$ cat config.mk
export PLATFORM = sky130hd
export DESIGN_NAME = i2c_reg_target
export DESIGN_NICKNAME = d
export VERILOG_FILES = /design/src/rtl/i2c_tgt_pkg.sv /design/src/rtl/i2c_line_sync.sv /design/src/rtl/i2c_regfile.sv /design/src/rtl/i2c_reg_target.sv
export SDC_FILE = /design/constraint.sdc
export NUM_CORES = 1
export LEC_CHECK = 0
export ABC_AREA = 1
export BUFFER_PORTS_ARGS = -buffer_cell sky130_fd_sc_hd__buf_2
export CORE_MARGIN = 4
export CORE_UTILIZATION = 50
export DETAILED_ROUTE_END_ITERATION = 16
export HOLD_SLACK_MARGIN = 0.15
export PLACE_DENSITY = 0.65
export SLEW_MARGIN = 10
export SYNTH_ARGS = -nofsm -noshare
export SYNTH_HDL_FRONTEND = slang
export SYNTH_HIERARCHICAL = 1
export SYNTH_SLANG_ARGS = --single-unit
$ cat constraint.sdc
create_clock -name clk -period 2.6 [get_ports clk]
set_input_delay 0 -clock clk [delete_from_list [all_inputs] [get_ports clk]]
set_output_delay 0 -clock clk [all_outputs]
set_load 0.02 [all_outputs]
$ cat src/rtl/i2c_tgt_pkg.sv
package i2c_tgt_pkg;
    typedef enum logic [2:0] {
        ST_IDLE,
        ST_ADDR,
        ST_ADDR_ACK,
        ST_RX,
        ST_RX_ACK,
        ST_TX,
        ST_TX_ACK,
        ST_IGNORE
    } tgt_state_t;
endpackage

$ cat src/rtl/i2c_line_sync.sv
module i2c_line_sync #(
    parameter int SYNC_STAGES = 2
) (
    input  logic clk,
    input  logic rst_n,
    input  logic scl_i,
    input  logic sda_i,
    output logic scl_lvl,
    output logic sda_lvl,
    output logic scl_rise,
    output logic scl_fall,
    output logic start_det,
    output logic stop_det
);
    localparam int DEPTH = SYNC_STAGES + 1;

    logic [DEPTH-1:0] scl_q;
    logic [DEPTH-1:0] sda_q;

    always_ff @(posedge clk or negedge rst_n) begin
        if (!rst_n) begin
            scl_q <= '1;
            sda_q <= '1;
        end else begin
            scl_q <= {scl_q[DEPTH-2:0], scl_i};
            sda_q <= {sda_q[DEPTH-2:0], sda_i};
        end
    end

    // Current synchronized level at index DEPTH-2, previous at DEPTH-1.
    assign scl_lvl   = scl_q[DEPTH-2];
    assign sda_lvl   = sda_q[DEPTH-2];
    assign scl_rise  = scl_q[DEPTH-2] & ~scl_q[DEPTH-1];
    assign scl_fall  = ~scl_q[DEPTH-2] & scl_q[DEPTH-1];
    assign start_det = scl_q[DEPTH-2] & scl_q[DEPTH-1] & ~sda_q[DEPTH-2] & sda_q[DEPTH-1];
    assign stop_det  = scl_q[DEPTH-2] & scl_q[DEPTH-1] & sda_q[DEPTH-2] & ~sda_q[DEPTH-1];
endmodule

$ cat src/rtl/i2c_regfile.sv
module i2c_regfile #(
    parameter int DW    = 8,
    parameter int PTR_W = 3
) (
    input  logic             clk,
    input  logic             rst_n,
    input  logic             wr_en,
    input  logic [PTR_W-1:0] wr_addr,
    input  logic [DW-1:0]    wr_data,
    input  logic [PTR_W-1:0] rd_addr,
    output logic [DW-1:0]    rd_data
);
    localparam int NREG = 1 << PTR_W;

    logic [DW-1:0] regs [NREG];

    for (genvar g = 0; g < NREG; g++) begin : g_reg
        always_ff @(posedge clk or negedge rst_n) begin
            if (!rst_n) begin
                regs[g] <= '0;
            end else if (wr_en && (wr_addr == PTR_W'(g))) begin
                regs[g] <= wr_data;
            end
        end
    end

    assign rd_data = regs[rd_addr];
endmodule

$ cat src/rtl/i2c_reg_target.sv
module i2c_reg_target
    import i2c_tgt_pkg::*;
#(
    parameter logic [6:0] DEV_ADDR = 7'b1101000,
    parameter int         PTR_W    = 3
) (
    input  logic clk,
    input  logic rst_n,
    input  logic scl_i,
    input  logic sda_i,
    output logic sda_pull_o
);
    localparam int BYTE_W = 8;
    localparam int CNT_W  = $clog2(BYTE_W + 1);

    logic scl_lvl, sda_lvl, scl_rise, scl_fall, start_det, stop_det;

    tgt_state_t        state_q, state_d;
    logic [CNT_W-1:0]  cnt_q, cnt_d;
    logic [BYTE_W-1:0] sh_q, sh_d;
    logic [PTR_W-1:0]  ptr_q, ptr_d;
    logic              ptr_phase_q, ptr_phase_d;
    logic              mack_q, mack_d;
    logic              wr_en;
    logic [BYTE_W-1:0] rd_data;
    logic              byte_end;

    i2c_line_sync #(.SYNC_STAGES(2)) sync_i (
        .clk      (clk),
        .rst_n    (rst_n),
        .scl_i    (scl_i),
        .sda_i    (sda_i),
        .scl_lvl  (scl_lvl),
        .sda_lvl  (sda_lvl),
        .scl_rise (scl_rise),
        .scl_fall (scl_fall),
        .start_det(start_det),
        .stop_det (stop_det)
    );

    i2c_regfile #(.DW(BYTE_W), .PTR_W(PTR_W)) regs_i (
        .clk    (clk),
        .rst_n  (rst_n),
        .wr_en  (wr_en),
        .wr_addr(ptr_q),
        .wr_data(sh_q),
        .rd_addr(ptr_q),
        .rd_data(rd_data)
    );

    assign byte_end = scl_fall && (cnt_q == CNT_W'(BYTE_W));

    // Next-state and datapath decisions
    always_comb begin
        state_d     = state_q;
        cnt_d       = cnt_q;
        sh_d        = sh_q;
        ptr_d       = ptr_q;
        ptr_phase_d = ptr_phase_q;
        mack_d      = mack_q;
        wr_en       = 1'b0;
        if (stop_det) begin
            state_d = ST_IDLE;
        end else if (start_det) begin
            state_d = ST_ADDR;
            cnt_d   = '0;
        end else begin
            unique case (state_q)
                ST_IDLE, ST_IGNORE: ;
                ST_ADDR: begin
                    if (scl_rise) begin
                        sh_d  = {sh_q[BYTE_W-2:0], sda_lvl};
                        cnt_d = cnt_q + 1'b1;
                    end else if (byte_end) begin
                        state_d = (sh_q[BYTE_W-1:1] == DEV_ADDR) ? ST_ADDR_ACK : ST_IGNORE;
                    end
                end
                ST_ADDR_ACK: begin
                    if (scl_fall) begin
                        cnt_d = '0;
                        if (sh_q[0]) begin
                            state_d = ST_TX;
                            sh_d    = rd_data;
                        end else begin
                            state_d     = ST_RX;
                            ptr_phase_d = 1'b1;
                        end
                    end
                end
                ST_RX: begin
                    if (scl_rise) begin
                        sh_d  = {sh_q[BYTE_W-2:0], sda_lvl};
                        cnt_d = cnt_q + 1'b1;
                    end else if (byte_end) begin
                        state_d = ST_RX_ACK;
                        if (ptr_phase_q) begin
                            ptr_d       = sh_q[PTR_W-1:0];
                            ptr_phase_d = 1'b0;
                        end else begin
                            wr_en = 1'b1;
                            ptr_d = ptr_q + 1'b1;
                        end
                    end
                end
                ST_RX_ACK: begin
                    if (scl_fall) begin
                        state_d = ST_RX;
                        cnt_d   = '0;
                    end
                end
                ST_TX: begin
                    if (scl_rise) begin
                        cnt_d = cnt_q + 1'b1;
                    end else if (byte_end) begin
                        state_d = ST_TX_ACK;
                        ptr_d   = ptr_q + 1'b1;
                    end else if (scl_fall) begin
                        sh_d = {sh_q[BYTE_W-2:0], 1'b1};
                    end
                end
                ST_TX_ACK: begin
                    if (scl_rise) begin
                        mack_d = ~sda_lvl;
                    end else if (scl_fall) begin
                        if (mack_q) begin
                            state_d = ST_TX;
                            cnt_d   = '0;
                            sh_d    = rd_data;
                        end else begin
                            state_d = ST_IGNORE;
                        end
                    end
                end
                default: state_d = ST_IDLE;
            endcase
        end
    end

    // State register
    always_ff @(posedge clk or negedge rst_n) begin
        if (!rst_n) begin
            state_q     <= ST_IDLE;
            cnt_q       <= '0;
            sh_q        <= '0;
            ptr_q       <= '0;
            ptr_phase_q <= 1'b0;
            mack_q      <= 1'b0;
        end else begin
            state_q     <= state_d;
            cnt_q       <= cnt_d;
            sh_q        <= sh_d;
            ptr_q       <= ptr_d;
            ptr_phase_q <= ptr_phase_d;
            mack_q      <= mack_d;
        end
    end

    // Outputs: pull-low enable decoded from registered state only
    always_comb begin
        unique case (state_q)
            ST_ADDR_ACK, ST_RX_ACK: sda_pull_o = 1'b1;
            ST_TX:                  sda_pull_o = ~sh_q[BYTE_W-1];
            default:                sda_pull_o = 1'b0;
        endcase
    end
endmodule

==> results of run 1 <==
## synthesized netlist by cell type (all sizes together)
cell / number
a21boi: 1
a21oi: 10
a31oi: 1
buf: 21
clkbuf: 5
dfrtp: 84
dfstp: 6
ha: 3
inv: 114
nand2: 288
nand3: 63
nand3b: 2
nand4: 4
nor2: 43
nor3: 2
nor4: 1
o211ai: 1
o21ai: 76
xor2: 2
## layout make-up
type / instances / area [um^2]
Inverter: 114 / 430
Timing Repair Buffer: 19 / 146
Sequential cell: 90 / 2260
Multi-Input combinational cell: 497 / 2240
Clock inverter: 4 / 52.6
Clock buffer: 12 / 135
Fill cell: 969 / 4390
Tap cell: 133 / 166
## worst max-delay path: cells and delay by family (launching register included)
family | cells | cell delay, ps
AND/OR/NAND/NOR | 8 | 1290
flip-flops | 1 | 570
buffers and inverters | 2 | 140
AO/OA/AOI/OAI | 1 | 110
## registers in the layout (all words and copies together), names as in the netlist
| register | count |
|---|---|
| regs_i/regs | 64 |
| ptr_phase_q | 1 |
| sync_i/scl_q | 3 |
| sh_q | 8 |
| ptr_q | 3 |
| mack_q | 1 |
| cnt_q | 4 |
| sync_i/sda_q | 3 |
| state_q | 3 |
## power groups by stage
stage          sequential [mW]  clock (mW)  combinational [mW]
2_1_floorplan             1.59           0                1.10
3_3_place_gp              1.65           0                1.37
3_5_place_dp              1.65           0                1.39
4_1_cts                   1.62       0.971                1.40
5_1_grt                   1.64        1.03                1.58
6_report                  1.63       0.940                1.40
## per-layer routing
layer | vias to the layer above | part of all wire, % | GRT usage [%] | wire length (um)
met5 | - | 0 | 0 | 0
met4 | 0 | 1.3 | 6.85 | 151
met3 | 13 | 4.8 | 3.55 | 568
met2 | 101 | 44 | 32.7 | 5240
met1 | 2045 | 50 | 33.1 | 5980
li1 | 2241 | - | - | -
## metrics by stage
stage / utilization [%] / worst slack (ps) / cell area, um^2 / hold WS (ps) / power, mW
6_report: 55.3 / 338 / 5430 / 287 / 3.97
5_1_grt: 55.3 / 76.4 / 5430 / 288 / 4.25
4_1_cts: 55.2 / 331 / 5420 / 271 / 3.99
3_5_place_dp: 53.0 / 347 / 5210 / 107 / 3.03
3_3_place_gp: 53.0 / 441 / 5210 / 106 / 3.03
2_1_floorplan: - / 544 / 5080 / -296 / 2.69
## logic make-up after synthesis
logic type | count (synthesis) | synth area share [%]
AOI/OAI and AO/OA | 89 | 9.47
adders and majority gates | 3 | 0.738
xor gates and xnor gates | 2 | 0.345
buffers and inverters | 140 | 11.6
and+or+nand+nor | 403 | 33.4
DFF | 90 | 44.4
## worst min-delay path by stage
stage           from         endpoint  slack (ps)  depth (start not counted)
2_1_floorplan  rst_n         cnt_q[0]        -300                          0
5_1_grt        sda_i  sync_i/sda_q[0]         290                          2
3_3_place_gp   sda_i  sync_i/sda_q[0]         110                          1
3_5_place_dp   scl_i  sync_i/scl_q[0]         110                          1
6_report       rst_n  regs_i/regs[31]         290                          2
4_1_cts        scl_i  sync_i/scl_q[0]         270                          2
## what timing repair did
action | in CTS | in global routing
setup endpoints to repair | 0 | 0
setup buffers | 0 | 0
endpoints found under the hold margin | 86 | 0
hold buffers | 3 | 0
==> results.cfg, run 1 <==
[run_status]
outcome = finished, final reports clean

[power_and_ir_drop]
p_int_mw = 2.36
seqPwrFrac_pct = 41.0
swShare_pct = 40.5
powerDensity_mw_per_mm2 = 732
p_switching_mw = 1.61
clkPwrFrac_pct = 23.7
leakagePower_nw = 2.79
pwr-share-comb_pct = 35.3
ir_drop_mv = 0.597

[grt]
track_usage_pct = 22.1
overflow = 0
antenna_found_initial = 0
grt_pass1_wl_mm = 20.4
grt_max_degree = 91
grt_pass1_vias = 4110

[timing]
setup_viol = 0
fin_crit_sh_pct = 87.0
fmax_mhz = 442
slew_headroom_pct = 46.6
skew_ps = 14.3
fin_tns_setup_ps = 0
final_hold_viol_count = 0
period_minus_slack_ps = 2260
worstMarginPinSlew_ps = 800
rsz0062_at_grt = no
drv_slew = 0

[logic_synthesis]
synth_cell_types = 35
syn_area_mm2 = 0.00508
synth.avg_cell_area_um2 = 6.99
synth_top_cell_by_area = dfrtp_1
syn_nets = 734
synth_area_leaders = dfrtp_1 41%, nand2_1 21%, inv_1 8.2%
synth_seq_cells = 90
ys_seq_area_share_pct = 44.4
synthCells = 727
yosys_warnings = 6
netlist.area_leader.share_pct = 41.3

[floorplan]
ios = 5
dieArea_mm2 = 0.0118
core_mm2 = 0.00982
rows = 36
die_w_um = 109
initial_core_util_pct = 51.8
die_h_um = 109

[clocking]
clkSinkCount = 90
tritoncts = built
cts_buffers = 9
ctsResizeCount = 0
clk_pin_slew_worst_paths_ps = 100
clkLatencyLatePin_ps = 360
cts_root_buf = clkbuf_8
cts_max_level = 3
clockBufferDepth = 2

[route]
ant_nets = 0
via_per_inst = 5.06
vias = 4400
drc = 0
dr.first_iter.drc_count = 296
wirelength_mm = 11.9
wl_per_cell_um = 13.7
dr.pass1.iters = 5

[worst_setup_path]
regToRegEndpoint = regs_i/regs[48]
path_cells = inv_1 > nand2_1 > nor2_1 > nor2_1 > nand2_1 > nor3_1 > inv_1 > nor2_2 > nand2_1 > nand2_1 > o21ai_0
cp-endpoint = regs_i/regs[48]
timing.rr.start = sync_i/sda_q[1]
crit_fanout = 16
r2r_setup_slack_ps = 340
cpMaxStageDelayCell = dfstp_2
critPathMostFrequentCell = nand2_1
critPathMaxStageDelay_ps = 570
cp-end-kind = register
worstPathRequired_ps = 2810
timing_worst_setup_path_type = reg -> reg
arrival_ps = 2470
cp-startpoint = sync_i/sda_q[1]
r2r_cells = 11
worstSetupStartpointType = register

[finish]
n_antenna_cell = 0
drive_gt1_share_pct = 7.88
fin_nets = 738
syn_to_final_growth_pct = 6.74
stdcell_count = 869
final_common_cell = nand2_1
final_cell_mix = 285 x nand2_1, 111 x inv_1, 84 x dfrtp_1, 73 x o21ai_0, 57 x nand3_1

[run]
maxCapViolations = 0

[place]
dp.cells = 850
port_buffers = 4
hpwlAfterDp_mm = 8.28
routabilityCongestion = 0.934

[min_path]
hp-class = in -> async
Note: power is estimated with default switching activity, not from simulation.
==> run 2, diff against run 1 <==
Clock period 2.6 ns to 2.22 ns, I/O delays scaled along.
==> run 2 against run 1 <==
Worst setup slack worse by 210 ps. Largest power group unchanged. Combinational power up 19%. Non-clock buffer count up 5. Highest routed layer unchanged. Power up 19%. Largest cell class is now multi-input gates. Clock power up 23%. Clock skew down 2.1 ps. Register-to-register slack worse by 210 ps. Critical path depth unchanged. Final cell count up 0.69%. First-iteration DRC count up 17%.
==> results.cfg, run 2 (synthesis results as in run 1) <==
[grt]
grt_max_degree = 50
grt_busiest_layer = met2
gr-usage-met3_pct = 4.97
track_usage_pct = 22.1
gr-usage-met1_pct = 32.5
use_met2_pct = 33.2
antenna_found_initial = 0
grt_pass1_wl_mm = 20.5
grt_pass1_vias = 4165
overflow = 0

[timing]
worstMarginPinSlew_ps = 663
setup_viol = 0
fmax_mhz = 478
slew_headroom_pct = 55.7
skew_ps = 12.2
rsz0062_at_grt = yes
drv_slew = 0
fin_crit_sh_pct = 94.2
final_hold_viol_count = 0
period_minus_slack_ps = 2090

[clocking]
cts_max_level = 3
cts_root_buf = clkbuf_8
cts_buffers = 9
clkSinkCount = 90
clkLatencyLatePin_ps = 360
clk_pin_slew_worst_paths_ps = 90
clockBufferDepth = 2
tritoncts = built

[run_status]
outcome = finished, final reports clean

[min_path]
hp-class = in -> async

[power_and_ir_drop]
seqPwrFrac_pct = 40.2
pwr-share-comb_pct = 35.3
leakagePower_nw = 2.86
powerDensity_mw_per_mm2 = 845
p_int_mw = 2.83
p_total_mw = 4.72
p_switching_mw = 1.89
ir_drop_mv = 0.550
clkPwrFrac_pct = 24.6
swShare_pct = 40.0

[worst_setup_path]
worstPathRequired_ps = 2490
path_cells = inv_1 > nor2_2 > nand2_1 > inv_1 > nand2_1 > nor3_2 > inv_1 > nor2_4 > buf_12 > nand3_2 > o21ai_0
critPathMostFrequentCell = inv_1
arrival_ps = 2360
timing_worst_setup_path_type = reg -> reg
critPathMaxStageDelay_ps = 550
cpMaxStageDelayCell = dfstp_2
crit_fanout = 8
cp-end-kind = register
worstSetupStartpointType = register

[floorplan]
dieArea_mm2 = 0.0118
die_w_um = 109
rows = 36
initial_core_util_pct = 51.8
core_mm2 = 0.00982
ios = 5
die_h_um = 109

[place]
routabilityCongestion = 0.921
hpwlAfterDp_mm = 8.20
dp.cells = 853
port_buffers = 4

[finish]
reg_top3 = regs_i/regs (64), sh_q (8), cnt_q (4)
syn_to_final_growth_pct = 9.74
utilization_pct = 56.8
final_common_cell = nand2_1
drive_gt1_share_pct = 10.1
largest_reg_flops = 64
n_antenna_cell = 0
stdcell_count = 875
fin_nets = 744
final_cell_mix = 279 x nand2_1, 111 x inv_1, 84 x dfrtp_1, 72 x o21ai_0, 56 x nand3_1
largest-register = regs_i/regs

[route]
via_per_inst = 5.07
wl_per_cell_um = 13.7
drc = 0
dr.pass1.iters = 5
ant_nets = 0
wirelength_mm = 12.0
vias = 4435
dr.first_iter.drc_count = 347

[run]
maxCapViolations = 0
run 2: worst max-delay path: cells and delay by family, from the launching register on:
kind            cells  cell delay (ps)
compound gates      1              220
flops               1              550
simple gates        6              890
buf+inv             4              360
run 2: area by class of cell:
| class | instances | area [um^2] |
|---|---|---|
| timing repair buffer | 24 | 218 |
| inverter | 114 | 430 |
| clock buffer | 11 | 141 |
| fill | 961 | 4240 |
| tap | 133 | 166 |
| multi-input combinational | 498 | 2300 |
| sequential | 90 | 2260 |
| clock inverter | 5 | 62.6 |
run 2: path summary, 6_finish.rpt:
path / slack [ps] / endpoint / from / cells after the start
setup / recovery: 130 / regs_i/regs[33] / sync_i/scl_q[2] / 11
hold / removal: 210 / regs_i/regs[60] / rst_n / 2
setup reg to reg: 130 / regs_i/regs[33] / sync_i/scl_q[2] / 11
hold reg to reg: 360 / sync_i/sda_q[1] / sync_i/sda_q[0] / 0
max in group asynchronous: 1280 / sync_i/scl_q[1] / rst_n / 3
min in group clk: 290 / sync_i/sda_q[0] / sda_i / 2
run 2: repair_timing:
action,in CTS,in global routing
endpoints found under the setup margin,64,62
cloned,0,1
hold buffers,3,0
buffers inserted,1,1
endpoints found under the hold margin,50,0
pin swaps,1,2
gates resized for setup,9,6
run 2: per-layer routing:
metal / share of wire [%] / wire, um / up-vias
li1: - / - / 2250
met4: 1.2 / 143 / 0
met5: 0 / 0 / -
met1: 50 / 5980 / 2064
met2: 44 / 5240 / 111
met3: 5.4 / 651 / 10
run 2: stage by stage:
stage / hold slack, ps / TNS (ps) / worst slack (ps) / cell area, um^2
6_report: 209 / 0 / 129 / 5580
5_1_grt: 275 / -481 / -51.6 / 5580
4_1_cts: 229 / -0.331 / -0.331 / 5530
3_5_place_dp: 77.9 / -7000 / -206 / 5240
3_3_place_gp: 76.8 / -4250 / -165 / 5240
2_1_floorplan: -296 / 0 / 164 / 5080
run 2: power groups by stage:
stage	registers [mW]	logic [mW]	clock network (mW)
2_1_floorplan	1.87	1.28	0
3_3_place_gp	1.93	1.62	0
3_5_place_dp	1.92	1.65	0
4_1_cts	1.89	1.66	1.20
5_1_grt	1.91	1.90	1.27
6_report	1.89	1.66	1.16
